===== config.mk =====
export PLATFORM = sky130hd
export DESIGN_NAME = wbl_loader
export DESIGN_NICKNAME = d
export VERILOG_FILES = /design/src/rtl/wbl_pkg.sv /design/src/rtl/wbl_page_buf.sv /design/src/rtl/wbl_recover.sv /design/src/rtl/wbl_loader.sv
export SDC_FILE = /design/constraint.sdc
export NUM_CORES = 1
export LEC_CHECK = 0
export ABC_AREA = 1
export ABC_CLOCK_PERIOD_IN_PS = 2400
export BUFFER_PORTS_ARGS = -buffer_cell sky130_fd_sc_hd__buf_2
export CORE_MARGIN = 2
export CORE_UTILIZATION = 30
export DETAILED_ROUTE_END_ITERATION = 16
export GPL_ROUTABILITY_DRIVEN = 0
export GPL_TIMING_DRIVEN = 0
export SLEW_MARGIN = 25
export SYNTH_ARGS = -nofsm -noshare
export SYNTH_HDL_FRONTEND = slang
export SYNTH_HIERARCHICAL = 1
export SYNTH_SLANG_ARGS = --single-unit

===== constraint.sdc =====
create_clock -name clk -period 2.4 [get_ports clk]
set_input_delay 0.48 -clock clk [delete_from_list [all_inputs] [get_ports clk]]
set_output_delay 0.48 -clock clk [all_outputs]
set_load 0.02 [all_outputs]

===== src/rtl/wbl_pkg.sv =====
package wbl_pkg;

  typedef enum logic [2:0] {
    ST_IDLE    = 3'd0,
    ST_COUNT   = 3'd1,
    ST_LOAD    = 3'd2,
    ST_CONFIRM = 3'd3,
    ST_ABORT   = 3'd4
  } wbl_state_e;

  localparam logic [7:0]  CONFIRM_BYTE = 8'h29;
  localparam logic [7:0]  RCV_BYTE0    = 8'hAA;
  localparam logic [7:0]  RCV_BYTE1    = 8'h55;
  localparam logic [7:0]  RCV_BYTE2    = 8'hF0;
  localparam logic [11:0] RCV_ADDR_A   = 12'h555;
  localparam logic [11:0] RCV_ADDR_B   = 12'h2AA;

endpackage


===== src/rtl/wbl_page_buf.sv =====
module wbl_page_buf #(
  parameter int DEPTH  = 16,
  parameter int DATA_W = 16,
  localparam int IDX_W = $clog2(DEPTH)
) (
  input  logic                    clk,
  input  logic                    rst_n,
  input  logic                    clr,
  input  logic                    we,
  input  logic [IDX_W-1:0]        idx,
  input  logic [DATA_W-1:0]       wdata,
  output logic [DEPTH-1:0]        valid,
  output logic [DEPTH*DATA_W-1:0] data_flat
);

  for (genvar g = 0; g < DEPTH; g++) begin : g_slot
    logic              hit;
    logic              vld_q, vld_d;
    logic [DATA_W-1:0] dat_q;

    assign hit = we && (idx == IDX_W'(g));

    always_comb begin
      vld_d = vld_q;
      if (clr)      vld_d = 1'b0;
      else if (hit) vld_d = 1'b1;
    end

    always_ff @(posedge clk or negedge rst_n) begin
      if (!rst_n) vld_q <= 1'b0;
      else        vld_q <= vld_d;
    end

    always_ff @(posedge clk or negedge rst_n) begin
      if (!rst_n)   dat_q <= '0;
      else if (hit) dat_q <= wdata;
    end

    assign valid[g]                       = vld_q;
    assign data_flat[g*DATA_W +: DATA_W]  = dat_q;
  end

endmodule


===== src/rtl/wbl_recover.sv =====
module wbl_recover #(
  parameter int ADDR_W = 22,
  parameter int DATA_W = 16
) (
  input  logic              clk,
  input  logic              rst_n,
  input  logic              arm,
  input  logic              wr_en,
  input  logic [ADDR_W-1:0] wr_addr,
  input  logic [DATA_W-1:0] wr_data,
  output logic              done
);
  import wbl_pkg::*;

  logic [1:0] step_q, step_d;
  logic       is_s0, is_s1, is_s2;

  assign is_s0 = (wr_addr[11:0] == RCV_ADDR_A) && (wr_data[7:0] == RCV_BYTE0);
  assign is_s1 = (wr_addr[11:0] == RCV_ADDR_B) && (wr_data[7:0] == RCV_BYTE1);
  assign is_s2 = (wr_addr[11:0] == RCV_ADDR_A) && (wr_data[7:0] == RCV_BYTE2);

  assign done = arm && wr_en && (step_q == 2'd2) && is_s2;

  always_comb begin
    step_d = step_q;
    if (!arm) begin
      step_d = 2'd0;
    end else if (wr_en) begin
      if      (step_q == 2'd0 && is_s0) step_d = 2'd1;
      else if (step_q == 2'd1 && is_s1) step_d = 2'd2;
      else if (step_q == 2'd2 && is_s2) step_d = 2'd0;
      else if (is_s0)                   step_d = 2'd1;
      else                              step_d = 2'd0;
    end
  end

  always_ff @(posedge clk or negedge rst_n) begin
    if (!rst_n) step_q <= 2'd0;
    else        step_q <= step_d;
  end

endmodule


===== src/rtl/wbl_loader.sv =====
module wbl_loader #(
  parameter int ADDR_W   = 22,
  parameter int DATA_W   = 16,
  parameter int DEPTH    = 16,
  parameter int SECT_LSB = 15,
  localparam int PAGE_W  = $clog2(DEPTH),
  localparam int SECT_W  = ADDR_W - SECT_LSB
) (
  input  logic                    clk,
  input  logic                    rst_n,
  input  logic                    cmd_start,
  input  logic [SECT_W-1:0]       cmd_sector,
  input  logic                    wr_en,
  input  logic [ADDR_W-1:0]       wr_addr,
  input  logic [DATA_W-1:0]       wr_data,
  output logic                    prog_req,
  output logic [ADDR_W-1:0]       prog_base,
  output logic [PAGE_W-1:0]       prog_count,
  output logic [DEPTH-1:0]        buf_valid,
  output logic [DEPTH*DATA_W-1:0] buf_data,
  output logic                    abort_flag
);
  import wbl_pkg::*;

  localparam logic [DATA_W-1:0] MAX_CNT = DATA_W'(DEPTH - 1);

  wbl_state_e        state_q, state_d;
  logic [SECT_W-1:0] sect_q, sect_d;
  logic [PAGE_W-1:0] left_q, left_d;
  logic [PAGE_W-1:0] cnt_q, cnt_d;
  logic [ADDR_W-1:0] base_q, base_d;
  logic              first_q, first_d;
  logic              req_q, req_d;

  logic              sect_hit, page_hit, rcv_done;
  logic              buf_clr, buf_we;

  assign sect_hit = (wr_addr[ADDR_W-1:SECT_LSB] == sect_q);
  assign page_hit = (wr_addr[ADDR_W-1:PAGE_W] == base_q[ADDR_W-1:PAGE_W]);

  always_comb begin
    state_d = state_q;
    sect_d  = sect_q;
    left_d  = left_q;
    cnt_d   = cnt_q;
    base_d  = base_q;
    first_d = first_q;
    req_d   = 1'b0;
    buf_we  = 1'b0;
    buf_clr = 1'b0;
    unique case (state_q)
      ST_IDLE: begin
        if (cmd_start) begin
          state_d = ST_COUNT;
          sect_d  = cmd_sector;
          buf_clr = 1'b1;
        end
      end
      ST_COUNT: begin
        if (wr_en) begin
          if (!sect_hit || (wr_data > MAX_CNT)) begin
            state_d = ST_ABORT;
          end else begin
            cnt_d   = wr_data[PAGE_W-1:0];
            left_d  = wr_data[PAGE_W-1:0];
            first_d = 1'b1;
            state_d = ST_LOAD;
          end
        end
      end
      ST_LOAD: begin
        if (wr_en) begin
          if (!first_q && !page_hit) begin
            state_d = ST_ABORT;
          end else begin
            buf_we  = 1'b1;
            first_d = 1'b0;
            if (first_q) base_d = wr_addr;
            if (left_q == '0) state_d = ST_CONFIRM;
            else              left_d  = left_q - 1'b1;
          end
        end
      end
      ST_CONFIRM: begin
        if (wr_en) begin
          if (sect_hit && (wr_data[7:0] == CONFIRM_BYTE)) begin
            req_d   = 1'b1;
            state_d = ST_IDLE;
          end else begin
            state_d = ST_ABORT;
          end
        end
      end
      ST_ABORT: begin
        if (rcv_done) state_d = ST_IDLE;
      end
      default: state_d = ST_IDLE;
    endcase
    if (state_d == ST_ABORT && state_q != ST_ABORT) buf_clr = 1'b1;
  end

  always_ff @(posedge clk or negedge rst_n) begin
    if (!rst_n) begin
      state_q <= ST_IDLE;
      sect_q  <= '0;
      left_q  <= '0;
      cnt_q   <= '0;
      base_q  <= '0;
      first_q <= 1'b0;
      req_q   <= 1'b0;
    end else begin
      state_q <= state_d;
      sect_q  <= sect_d;
      left_q  <= left_d;
      cnt_q   <= cnt_d;
      base_q  <= base_d;
      first_q <= first_d;
      req_q   <= req_d;
    end
  end

  wbl_page_buf #(.DEPTH(DEPTH), .DATA_W(DATA_W)) buf_i (
    .clk       (clk),
    .rst_n     (rst_n),
    .clr       (buf_clr),
    .we        (buf_we),
    .idx       (wr_addr[PAGE_W-1:0]),
    .wdata     (wr_data),
    .valid     (buf_valid),
    .data_flat (buf_data)
  );

  wbl_recover #(.ADDR_W(ADDR_W), .DATA_W(DATA_W)) rcv_i (
    .clk     (clk),
    .rst_n   (rst_n),
    .arm     (state_q == ST_ABORT),
    .wr_en   (wr_en),
    .wr_addr (wr_addr),
    .wr_data (wr_data),
    .done    (rcv_done)
  );

  assign prog_req   = req_q;
  assign prog_base  = base_q;
  assign prog_count = cnt_q;
  assign abort_flag = (state_q == ST_ABORT);

endmodule


==> run_results.csv <==
group,metric,value,unit
place,dpl.hpwl,32300,um
layout,drive_gt1_share,37.6,%
power,peakVddDrop,524,uV
detailed_routing,vias,11200,
sta,rsz0062_at_grt,"yes",
synthesis,synth.area.mux_share,0.630,%
synthesis,ys_ff_latch,316,
synthesis,ys_types,32,
detailed_routing,ant_nets,0,
detailed_routing,drt-total-wl,47400,um
synthesis,yosysWarnings,6,
sta,hold_viol,0,
critical_path,setup.worst_path.start,"prog_base[17]",
critical_path,path_cells,"inv_1 > nand2_1 > nand2_1 > nor2_2 > nand3_2 > nor2_4 > nand2_2 > nand2_2 > nand2_4 > nor2_4 > buf_12 > nand2_4 > nor2_4 > buf_8 > buf_12 > nand2_8 > clkbuf_16 > nand2_2 > o21ai_1",
clock_tree,h-tree-depth,2,
synthesis,synth_compound_area_share,10.8,%
clock_tree,cts_buffer_depth,3,
synthesis,ys_seq_area_share,63.2,%
power,cellLeakagePower,0.00963,uW
synthesis,synthAdderAreaFrac,0.100,%
sta,setup_viol,0,
sta,maxSlewViolCount,0,
min_path,hp-start,"cmd_sector[6]",
layout,final_cell_mix,"nand2_1 (381), buf_2 (350), dfrtp_1 (316)",
detailed_routing,detail_route.first_pass.iterations,6,
sta,max_freq,417,MHz
sta,period_share,99.9,%
sta,slew-limit-headroom,24.9,%
synthesis,syn_area_per_cell,9.41,um2
layout,area_delta_synth_final,43.7,%
detailed_routing,drc,0,
place,port_buffers,348,
sta,tightest_slew,1.12,ns
grt,antenna_found_initial,1,
power,cellPowerDensity,690,mW/mm2
floorplanning,die_w,208,um
floorplanning,start_util,30.5,%
floorplanning,row_count,74,
critical_path,crit_fanout,8,
clock_tree,clock_sinks,316,
synthesis,synth_cells,1330,
sta,clock-skew-final,0.0201,ns
floorplanning,die-area,0.0434,mm2
synthesis,synth_top_area_share,63.2,%
min_path,hold_path.class,"in -> reg",
synthesis,synth_xor_area_share,1.19,%
grt,grt_most_used_layer,"met2",
grt,grt_pass1_vias,10800,
grt,grt_usage,21.2,%
place,placedCellCount,2214,
critical_path,critPathLaunchType,"flop",
grt,grtUsageMet1,28.7,%
detailed_routing,wl_per_cell,20.3,um
grt,grt_use_met2,33.9,%
clock_tree,clk_pin_slew,0.06,ns
critical_path,crit_arrival,2.79,ns
layout,nNetsFinal,1832,
critical_path,cpMaxStageDelayCell,"dfrtp_1",
clock_tree,insertion_delay,0.54,ns
detailed_routing,post_drt_via_cell_ratio,4.81,
sta,fin_crit,2.40,ns
critical_path,critical_path.max_stage_delay,0.38,ns
grt,grt.overflow.total,0,
critical_path,endpoint_kind,"flop",
synthesis,syn_nets,1380,
sta,fin_ws,0.00198,ns
clock_tree,cts_buffers,37,
grt,grt_max_degree,87,
synthesis,synthTopCellsByArea,"dfrtp_1 (63%), nand2_1 (13%), o21ai_0 (8.8%)",
clock_tree,cts-root-buf,"clkbuf_16",
critical_path,crit_type,"reg -> reg",
floorplanning,io_pins,349,
critical_path,r2r-start,"prog_base[17]",
synthesis,synth_top_family_by_area,"simple AND/OR/NAND/NOR gates",
flow_run,max_cap_viol_count,0,
grt,grt_pass1_wl,69500,um
layout,instances_no_fill,2340,
critical_path,cp_data_required_time,2.79,ns
outcome,outcome,"completed",
grt,met3_usage,4.97,%
synthesis,synth.cell_area,0.0125,mm2
clock_tree,cts_tree,"yes",
floorplanning,die_h,208,um
detailed_routing,dr.first_iter.drc_count,813,
place,pre_cts_slack,-1.03,ns
floorplanning,core_area,0.0410,mm2
synthesis,yosys.area.top_type,"dfrtp_1",
layout,final_common_cell,"nand2_1",
synthesis,synthSimpleGateAreaFrac,18.0,%
where the power goes:
part / internal (uW) / switching, uW / total, uW
clock network: 3360 / 2290 / 5650
registers: 5480 / 113 / 5590
logic: 343 / 828 / 1170
total: 9190 / 3230 / 12400
sequential cells by signal, indices dropped and copies added, names as in the netlist:
register and cells:
left_q 4, prog_count 4, buf_i/g_slot.dat_q 256, buf_i/g_slot.vld_q 16
prog_req 1, prog_base 22, rcv_i/step_q 2, sect_q 7
state_q 3, first_q 1
final cells by class:
class	instances	area, um2
Clock inverter	15	139
Buffer	86	827
Timing Repair Buffer	414	2670
Tap cell	532	666
Inverter	83	312
Antenna cell	1	2.50
Fill cell	3974	23000
Sequential cell	316	7910
Multi-Input combinational cell	844	4400
Clock buffer	49	1070
critical path, delay by kind of cell (launching register included):
| family | cells | cell delay, ns |
|---|---|---|
| simple gates | 13 | 1.11 |
| buf+inv | 5 | 0.67 |
| flops | 1 | 0.38 |
| compound gates | 1 | 0.05 |
path summary, 6_finish.rpt:
path	endpoint	slack, ns	cells past startpoint
worst max-delay path	buf_i/g_slot[9].dat_q[9]	0.002	19
worst min-delay path	sect_q[6]	0.17	2
worst max register to register	buf_i/g_slot[9].dat_q[9]	0.002	19
worst min register to register	buf_i/g_slot[4].dat_q[11]	0.47	2
max in group asynchronous	buf_i/g_slot[9].dat_q[11]	0.68	5
min in group asynchronous	buf_i/g_slot[11].dat_q[0]	0.41	2
kinds of logic after synthesis:
family,count (synthesis)
AOI/OAI and AO/OA,262
xor gates and xnor gates,17
adders and majority gates,1
buffers and inverters,171
DFF,316
muxes,7
and+or+nand+nor,556
per-stage QoR:
stage / setup TNS [ns] / instance area (um2) / total power [uW] / hold WS [ns] / utilization [%]
2_1_floorplan: 0 / 12500 / 6200 / 0.184 / -
3_3_place_gp: -1837.32 / 14900 / 6750 / 0.455 / 36.4
3_5_place_dp: -216.14 / 15000 / 6800 / 0.394 / 36.7
4_1_cts: -0.194 / 16800 / 12500 / 0.136 / 41.1
5_1_grt: -18.11 / 18000 / 12900 / 0.154 / 43.9
6_report: 0 / 18000 / 12400 / 0.173 / 43.9
synth_stat cells, drive strengths merged:
cell type	count
dfrtp	316
nor2	54
clkbuf	37
nand3b	4
o21ai	242
buf	51
a21oi	17
inv	83
mux2	7
or2	1
ha	1
nand2	446
o22ai	1
xnor2	2
nand3	41
nand4	5
xor2	15
nor3	5
o221ai	2
what timing repair did:
| action | in CTS | in global routing |
|---|---|---|
| gates resized for setup | 121 | 354 |
| hold buffers | 1 | 0 |
| endpoints found under the setup margin | 272 | 260 |
| pin swaps | 8 | 12 |
| gates cloned | 10 | 22 |
| hold endpoints to repair | 43 | 0 |
| buffers inserted | 13 | 17 |
routing by layer:
layer,share of wire (%),up-vias
li1,-,5158
met1,43,5612
met2,47,409
met3,7.0,68
met4,2.2,0
met5,0,-
No activity file was read; power rests on OpenSTA's default activity.
